## config.mk

```make
export PLATFORM = sky130hd
export DESIGN_NAME = mdio_frame_ctrl
export DESIGN_NICKNAME = d
export VERILOG_FILES = /design/src/rtl/mdio_pkg.sv /design/src/rtl/mdio_clkgen.sv /design/src/rtl/mdio_engine.sv /design/src/rtl/mdio_regs.sv /design/src/rtl/mdio_frame_ctrl.sv
export SDC_FILE = /design/constraint.sdc
export NUM_CORES = 1
export LEC_CHECK = 0
export CELL_PAD_IN_SITES_DETAIL_PLACEMENT = 2
export CELL_PAD_IN_SITES_GLOBAL_PLACEMENT = 2
export CORE_ASPECT_RATIO = 1.1
export CORE_MARGIN = 2
export CORE_UTILIZATION = 38
export DETAILED_ROUTE_END_ITERATION = 10
export PLACE_DENSITY = 0.95
export SETUP_SLACK_MARGIN = 0.02
export SLEW_MARGIN = 0
export SYNTH_ARGS = -nofsm -noshare
export SYNTH_HDL_FRONTEND = slang
export SYNTH_SLANG_ARGS = --single-unit
```

## constraint.sdc

```tcl
create_clock -name clk -period 5.9 [get_ports clk]
set_input_delay 1.18 -clock clk [delete_from_list [all_inputs] [get_ports clk]]
set_output_delay 1.18 -clock clk [all_outputs]
set_load 0.02 [all_outputs]
```

## src/rtl/mdio_pkg.sv

```systemverilog
`timescale 1ns/1ps
package mdio_pkg;
  localparam int WORD_W     = 32;
  localparam int PRE_BITS   = 32;
  localparam int SHIFT_W    = PRE_BITS + WORD_W;
  localparam int BIT_CNT_W  = $clog2(SHIFT_W + 1);
  localparam int RD_W       = 16;
  // line index of frame bit 16 (second turnaround bit)
  localparam int TA_RELEASE = PRE_BITS + (WORD_W - 1 - 16);
  localparam int DATA_FIRST = TA_RELEASE + 1;
  localparam int OP_HI      = 29;
  localparam int OP_LO      = 28;
  localparam logic [1:0] OP_READ = 2'b10;
  localparam int DIV_LSB    = 1;

  typedef enum logic [1:0] {
    ADDR_CTRL  = 2'd0,
    ADDR_STAT  = 2'd1,
    ADDR_SPEED = 2'd2,
    ADDR_FRAME = 2'd3
  } reg_addr_e;
endpackage

```

## src/rtl/mdio_clkgen.sv

```systemverilog
`timescale 1ns/1ps
module mdio_clkgen #(
  parameter int DIV_W = 6
) (
  input  logic             clk,
  input  logic             rst,
  input  logic             run,
  input  logic [DIV_W-1:0] div,
  output logic             mdc,
  output logic             rise,
  output logic             fall
);
  logic [DIV_W-1:0] cnt;
  logic [DIV_W-1:0] div_q;
  logic             tick;

  assign tick = run && (div_q != '0) && ({1'b0, cnt} + (DIV_W+1)'(1) >= {1'b0, div_q});
  assign rise = tick && !mdc;
  assign fall = tick && mdc;

  always_ff @(posedge clk) begin
    if (rst) begin
      cnt   <= '0;
      mdc   <= 1'b0;
      div_q <= '0;
    end else if (!run) begin
      cnt   <= '0;
      mdc   <= 1'b0;
      div_q <= div;
    end else if (tick) begin
      cnt <= '0;
      mdc <= ~mdc;
    end else begin
      cnt <= cnt + DIV_W'(1);
    end
  end
endmodule

```

## src/rtl/mdio_engine.sv

```systemverilog
`timescale 1ns/1ps
module mdio_engine
  import mdio_pkg::*;
(
  input  logic              clk,
  input  logic              rst,
  input  logic              start,
  input  logic [WORD_W-1:0] frame_in,
  input  logic              rise,
  input  logic              fall,
  input  logic              mdio_i,
  output logic              busy,
  output logic              done,
  output logic              done_rd,
  output logic              mdio_o,
  output logic              mdio_oe,
  output logic [RD_W-1:0]   rd_data
);
  localparam logic [BIT_CNT_W-1:0] L_TOTAL = BIT_CNT_W'(SHIFT_W);
  localparam logic [BIT_CNT_W-1:0] L_REL   = BIT_CNT_W'(TA_RELEASE);
  localparam logic [BIT_CNT_W-1:0] L_DATA  = BIT_CNT_W'(DATA_FIRST);

  logic [SHIFT_W-1:0]   sh;
  logic [BIT_CNT_W-1:0] bit_idx;
  logic [BIT_CNT_W-1:0] nxt;
  logic                 is_rd;

  assign nxt    = bit_idx + BIT_CNT_W'(1);
  assign mdio_o = sh[SHIFT_W-1];

  always_ff @(posedge clk) begin
    if (rst) begin
      sh      <= '0;
      bit_idx <= '0;
      is_rd   <= 1'b0;
      busy    <= 1'b0;
      done    <= 1'b0;
      done_rd <= 1'b0;
      mdio_oe <= 1'b0;
      rd_data <= '0;
    end else begin
      done    <= 1'b0;
      done_rd <= 1'b0;
      if (start && !busy) begin
        sh      <= {{PRE_BITS{1'b1}}, frame_in};
        bit_idx <= '0;
        is_rd   <= (frame_in[OP_HI:OP_LO] == OP_READ);
        busy    <= 1'b1;
        mdio_oe <= 1'b1;
      end else if (busy) begin
        if (rise) begin
          if (is_rd && bit_idx >= L_DATA)
            rd_data <= {rd_data[RD_W-2:0], mdio_i};
          sh      <= {sh[SHIFT_W-2:0], 1'b0};
          bit_idx <= nxt;
          mdio_oe <= (nxt < L_TOTAL) && !(is_rd && nxt >= L_REL);
        end else if (fall && bit_idx == L_TOTAL) begin
          busy    <= 1'b0;
          done    <= 1'b1;
          done_rd <= is_rd;
        end
      end
    end
  end
endmodule

```

## src/rtl/mdio_regs.sv

```systemverilog
`timescale 1ns/1ps
module mdio_regs
  import mdio_pkg::*;
#(
  parameter int DIV_W  = 6,
  parameter int ADDR_W = 2
) (
  input  logic              clk,
  input  logic              rst,
  input  logic              reg_wr,
  input  logic              reg_rd,
  input  logic [ADDR_W-1:0] reg_addr,
  input  logic [WORD_W-1:0] reg_wdata,
  output logic [WORD_W-1:0] reg_rdata,
  output logic              irq,
  input  logic              eng_busy,
  input  logic              eng_done,
  input  logic              eng_done_rd,
  input  logic [RD_W-1:0]   eng_rd_data,
  output logic              start,
  output logic [DIV_W-1:0]  div,
  output logic              evt,
  output logic              irq_en
);
  logic              mii_en;
  logic [WORD_W-1:0] frame;
  logic [WORD_W-1:0] rd_mux;

  assign start = reg_wr && (reg_addr == ADDR_W'(ADDR_FRAME)) && mii_en && !eng_busy && (div != '0);

  always_comb begin
    rd_mux = '0;
    case (reg_addr)
      ADDR_W'(ADDR_CTRL):  rd_mux[1:0] = {irq_en, mii_en};
      ADDR_W'(ADDR_STAT):  rd_mux[1:0] = {eng_busy, evt};
      ADDR_W'(ADDR_SPEED): rd_mux[DIV_LSB +: DIV_W] = div;
      default:             rd_mux = frame;
    endcase
  end

  always_ff @(posedge clk) begin
    if (rst) begin
      mii_en    <= 1'b0;
      irq_en    <= 1'b0;
      div       <= '0;
      frame     <= '0;
      evt       <= 1'b0;
      irq       <= 1'b0;
      reg_rdata <= '0;
    end else begin
      if (reg_wr && reg_addr == ADDR_W'(ADDR_CTRL)) begin
        mii_en <= reg_wdata[0];
        irq_en <= reg_wdata[1];
      end
      if (reg_wr && reg_addr == ADDR_W'(ADDR_SPEED))
        div <= reg_wdata[DIV_LSB +: DIV_W];
      if (start)
        frame <= reg_wdata;
      else if (eng_done_rd)
        frame[RD_W-1:0] <= eng_rd_data;
      if (eng_done)
        evt <= 1'b1;
      else if (reg_wr && reg_addr == ADDR_W'(ADDR_STAT) && reg_wdata[0])
        evt <= 1'b0;
      irq <= evt && irq_en;
      if (reg_rd)
        reg_rdata <= rd_mux;
    end
  end
endmodule

```

## src/rtl/mdio_frame_ctrl.sv

```systemverilog
`timescale 1ns/1ps
module mdio_frame_ctrl
  import mdio_pkg::*;
#(
  parameter int DIV_W  = 6,
  parameter int ADDR_W = 2
) (
  input  logic              clk,
  input  logic              rst,
  input  logic              reg_wr,
  input  logic              reg_rd,
  input  logic [ADDR_W-1:0] reg_addr,
  input  logic [31:0]       reg_wdata,
  output logic [31:0]       reg_rdata,
  output logic              irq,
  output logic              mdc,
  output logic              mdio_o,
  output logic              mdio_oe,
  input  logic              mdio_i
);
  logic             start, eng_busy, eng_done, eng_done_rd;
  logic             rise, fall, evt, irq_en;
  logic [RD_W-1:0]  eng_rd_data;
  logic [DIV_W-1:0] div;

  mdio_regs #(.DIV_W(DIV_W), .ADDR_W(ADDR_W)) u_regs (
    .clk(clk), .rst(rst), .reg_wr(reg_wr), .reg_rd(reg_rd),
    .reg_addr(reg_addr), .reg_wdata(reg_wdata), .reg_rdata(reg_rdata),
    .irq(irq), .eng_busy(eng_busy), .eng_done(eng_done),
    .eng_done_rd(eng_done_rd), .eng_rd_data(eng_rd_data),
    .start(start), .div(div), .evt(evt), .irq_en(irq_en)
  );

  mdio_clkgen #(.DIV_W(DIV_W)) u_clk (
    .clk(clk), .rst(rst), .run(eng_busy), .div(div),
    .mdc(mdc), .rise(rise), .fall(fall)
  );

  mdio_engine u_eng (
    .clk(clk), .rst(rst), .start(start), .frame_in(reg_wdata),
    .rise(rise), .fall(fall), .mdio_i(mdio_i), .busy(eng_busy),
    .done(eng_done), .done_rd(eng_done_rd), .mdio_o(mdio_o),
    .mdio_oe(mdio_oe), .rd_data(eng_rd_data)
  );
endmodule

```

After elaboration in Yosys (flattened, before gate mapping)
Index checks and enable logic that the tools add are counted.

word-level totals
  RAM bits = 0
  bits in latches = 0
  output and inout port bits = 36
  bits in registers = 179
  logic and storage cells = 92
  input port bits = 39
  memories kept = 0
  bits in read-only memories = 0

cells by class
  order comparisons = 4
  multiply operators = 0
  $add $sub $neg = 3
  muxes and demuxes = 19
  div/mod/pow operators = 0
  bitwise operators = 4
  eq/ne operators = 5
  reductions and logical operators = 38
  shift operators = 0

operators with widths
  operator                                             count
  2-to-1 mux 64 bit                                    3
  2-to-1 mux 16 bit                                    2
  2-to-1 mux 25 bit                                    1
  logical AND 1 bit                                    18
  >= comparator 7 x 6 -> 1 bit, second input constant  2
  nonzero test 6 bit                                   2
  2-to-1 mux 1 bit                                     10
  case mux 5 bit (2 select lines)                      1
  nonzero test 2 bit                                   4
  adder 6 x 1 -> 7 bit, second input constant          1
  adder 7 x 1 -> 7 bit, second input constant          1
  == test 7 bit, second input constant                 1
  >= comparator 7 x 6 -> 1 bit                         1
  < comparator 7 bit, second input constant            1
  adder 6 x 1 -> 6 bit, second input constant          1
  == test 2 bit, second input constant                 3
  case mux 1 bit (3 select lines)                      2
  OR reduction 2 bit                                   3
  OR reduction 3 bit                                   2
  OR reduction 5 bit                                   1
  NOT 1 bit                                            4
  AND reduction 2 bit                                  2
  AND reduction 4 bit                                  1
  OR reduction 4 bit                                   1
  3 further kinds                                      5

Depth between registers and ports, before layout
  word-level depth = 9
  depth in mapped cells = 11

Modules after synthesis
Synthesis repeated with hierarchy kept, for this count alone.

unflattened totals
  cells, all modules = 834
  area, all modules = 7487.2 um^2

modules (own cells, without submodules)
  module       area an instance (um^2)  sequential area each (um^2)  times used  cells an instance
  mdio_engine  3537.1                   1841.8                       1           419
  mdio_regs    3263.1                   1481.4                       1           344
  mdio_clkgen  686.9                    260.2                        1           71

Least setup slack after synthesis
OpenSTA, ideal clock, no wires.

  kind = flip-flop to flip-flop
  start point = register u_clk.cnt[0]
  end point = register u_eng.bit_idx[1]
  required time = 5.830 ns
  setup slack = 3.447 ns
  cell stages (with the launch flop) = 12
  clock period less this slack = 2.453 ns
  arrival = 2.383 ns
  path through = dfxtp_1 > ha_1 > nand3_1 > xnor2_1 > ha_1 > a21o_1 > a221oi_2 > o21a_2 > buf_4 > clkbuf_1 > o21ai_0 > a21oi_1

on the way
  longest elaborated chain between the ends = 5

RTL lines
  element                        RTL line           RTL
  start, declared                mdio_clkgen.sv:13  logic [DIV_W-1:0] cnt;
  start signal, assigned         mdio_clkgen.sv:34  cnt <= cnt + DIV_W'(1);
  adder 6 x 1 -> 7 bit           mdio_clkgen.sv:17  assign tick = run && (div_q != '0) && ({1'b0, cnt} + (DIV_W+1)'(1) >= {1'b0, div_q});
  >= comparator 7 x 6 -> 1 bit   mdio_clkgen.sv:17
  logical AND 1 bit              mdio_clkgen.sv:17
  logical AND 1 bit              mdio_clkgen.sv:18  assign rise = tick && !mdc;
  AND reduction 2 bit (no line)  --
  end signal, assigned           mdio_engine.sv:55  bit_idx <= nxt;
  end, declared                  mdio_engine.sv:24  logic [BIT_CNT_W-1:0] bit_idx;

Every way passes these cells.
A chain may end at the register's enable or synchronous reset.

Final worst setup path
  start point = input reg_addr[0]
  end point = register u_eng.sh[15]

on the way
  longest elaborated chain between the ends = 8

RTL lines
  element                           RTL line               RTL
  start, declared                   mdio_frame_ctrl.sv:12  input logic [ADDR_W-1:0] reg_addr,
  == test 2 bit *                   mdio_regs.sv:29        assign start = reg_wr && (reg_addr == ADDR_W'(ADDR_FRAME)) && mii_en && !eng_busy && (div != '0);
  logical AND 1 bit * (4 in a row)  mdio_regs.sv:29
  logical AND 1 bit *               mdio_engine.sv:44      if (start && !busy) begin
  nonzero test 2 bit (no line)      --
  AND reduction 2 bit (no line)     --
  end signal, assigned              mdio_engine.sv:45      sh <= {{PRE_BITS{1'b1}}, frame_in};
  end signal, assigned              mdio_engine.sv:54      sh <= {sh[SHIFT_W-2:0], 1'b0};
  end, declared                     mdio_engine.sv:23      logic [SHIFT_W-1:0] sh;

Mark *: on every way between the ends. The rest lies on a longest branch, timed or not.

==> flow_summary.toml <==
[global_route]
antenna_found_initial = 0
grt_max_degree = 100
grt_util_all_layers_pct = 28.6
grt_overflow = 0
grt_pass1_wl_um = 44600
grt_pass1_vias = 7465

[synthesis]
syn_inst = 835
synth_edf_count = 0
yosysTopAreaCellShare_pct = 47.9
syn-num-nets = 884
yosysTopAreaCell = "dfxtp_1"
ys_seq_area_share_pct = 47.9
synth_seq_cells = 179
ys_types = 47
ys.flop_type = "dfxtp_1"
synth_area_um2 = 7480
yosysWarnings = 0
async_reset_ff_share_pct = 0
postSynthAreaPerCell_um2 = 8.96
ys_top_cells_by_area = "dfxtp_1 48%, a211oi_1 6.1%, mux2i_1 5.1%, a21oi_1 4.9%, nor2_1 4.4%"

[critical_path]
regToRegEndpoint = "u_eng.sh[59]$_SDFFE_PP0P_"
reg2reg_depth = 10
worstReg2RegStart = "u_clk.cnt[0]$_SDFF_PP0_"
end_kind = "flop"
path_class = "primary input to flop"
cp.arrival_ps = 4260
critPathLaunchType = "primary input"
cp_max_fo = 30
required_ps = 6220
regToRegSetupSlack_ps = 2430
cp-startpoint = "reg_addr[0]"

[die]
die_width_um = 138
rows = 53
design.die.area_um2 = 20800
core_area_um2 = 19200
start_util_pct = 38.9
ioPinCount = 75
dieHeight_um = 151

[sta]
hold_violations = 0
worst_pin_slew_ps = 1300
setup_tns_ps = 0
period_share_pct = 66.7
slew_headroom_pct = 13.1
setup_viol = 0
slew_violations = 0
fin_skew_ps = 15.2
layout_min_cycle_time_ps = 3930
rsz0062_at_grt = "no"
fmax_mhz = 254

[pwr]
power_density_nw_per_um2 = 283
peakVddDrop_uv = 230
leakagePower_nw = 3.00
power_mw = 2.53

[cts]
clk_pin_slew_worst_paths_ps = 70
cts_tree = "done"
cts_resized = 0
worstSkewPairLatency_ps = 460
cts_buffer_depth = 2
ctsHoldBuffers = 0
cts_made_buffers = 17
cts_htree_levels = 4
cts_root_buffer = "clkbuf_16"
cts.sinks = 179
post_cts.repair.setup_buffers = 0

[drt]
drt_iter0_drc = 470
vias = 6661
wire_per_inst_um = 25.6
ant_nets = 0
firstDrtPassIters = 4
via_per_inst = 5.91
wirelength_um = 28800
drc = 0

[cells_and_area]
final_cell_area_um2 = 8930
diodes = 0
drive_gt1_share_pct = 7.73
nFillCells = 2026
fin_nets = 916
area_growth_pct = 19.3
most-common-layout-cells = "179 x dfxtp_1, 87 x nor2_1, 85 x nand2_1, 74 x a21oi_1, 73 x clkdlybuf4s50_1"
final_common_cell = "dfxtp_1"

[min_path]
hold_path.class = "flop to flop"
min_to = "u_regs.frame[25]$_SDFFE_PP0P_"
min-delay-start = "u_regs.frame[25]$_SDFFE_PP0P_"
whs_path_depth = 2

[place]
place_area_um2 = 8330
dpl.hpwl_um = 15900
numPortBuffers = 74
gp_congestion = 0.798

[run_status]
status = "completed"

[flow_run]
maxCapViolCount = 0
[final cells by class]
cell class	count	area, µm²	area share, %
clock buffer	19	453	5.07
clock inverter	13	148	1.65
inverter	10	37.5	0.421
multi-input combinational	574	3560	39.9
sequential	179	3580	40.1
tap	247	309	3.46
timing repair buffer	85	833	9.34
[per-layer routing]
metal	vias to the layer above	part of all wire, %	global-route usage, %
met3	84	3.0	4.82
li1	3007	-	-
met5	-	0	0
met2	177	52	49.9
met1	3393	41	33.5
met4	0	4.3	14.6
[logic make-up (layout without fill, tap and decap cells)]
kind of cell | count (synthesis) | in the layout | synth area share (%)
AND/OR/NAND/NOR | 308 | 308 | 19.9
AO/OA/AOI/OAI | 194 | 194 | 17.4
flip-flops | 179 | 179 | 47.9
buffers and inverters | 82 | 127 | 4.60
multiplexers | 54 | 54 | 7.64
adder cells (fa/ha/maj) | 10 | 10 | 1.67
XOR/XNOR | 8 | 8 | 0.936
[worst max-delay path, stage by stage]
cell and delay [ps]:
clkdlybuf4s50_1 860, nand4_1 290, a211oi_4 880, buf_4 480
a211oi_1 110, a311oi_1 430
[Yosys cell counts, drive strengths merged, types with 4 or more instances]
cell type	count
ha	10
o21bai	7
o21ai	9
nor2	87
nor3	39
a311oi	23
o31ai	5
dfxtp	179
buf	28
nand3	15
nor4	4
nand2b	25
mux2i	38
nand2	85
o211ai	7
clkbuf	44
a211oi	62
mux2	15
xnor2	5
or4	6
a21oi	74
inv	10
nor2b	30
[report_power, final]
part           leakage [nW]  switching (mW)  total, mW  internal (mW)
Clock                 0.288           0.543       1.20          0.653
Sequential             1.44         0.00616       1.22           1.21
Combinational          1.27          0.0737      0.116         0.0419
[registers in the layout, summed over array words and instances (netlist names), 6 cells and up]
name              count
u_clk.div_q           6
u_regs.frame         32
u_regs.reg_rdata     32
u_eng.rd_data        16
u_eng.sh             64
u_clk.cnt             6
u_eng.bit_idx         7
u_regs.div            6
[worst max path at each step]
stage,to,cells after the start
after global routing,u_eng.sh[15]$_SDFFE_PP0P_,6
after floorplan,u_eng.sh[57]$_SDFFE_PP0P_,6
after detailed placement,u_eng.sh[15]$_SDFFE_PP0P_,6
after CTS,u_eng.sh[18]$_SDFFE_PP0P_,6
after global placement,u_eng.sh[21]$_SDFFE_PP0P_,7
final,u_eng.sh[15]$_SDFFE_PP0P_,6
[stage by stage]
stage          utilization [%]  setup WS, ps  instances  hold WS (ps)
6_report                  46.4          1970       1127           470
5_1_grt                   46.4          1860       1127           494
3_5_place_dp              43.3          1650       1095           453
3_3_place_gp              43.3          2020       1095           445
4_1_cts                   46.4          2020       1127           471
2_1_floorplan                -          3450        835           413
Note: power is estimated with default switching activity, not from simulation.
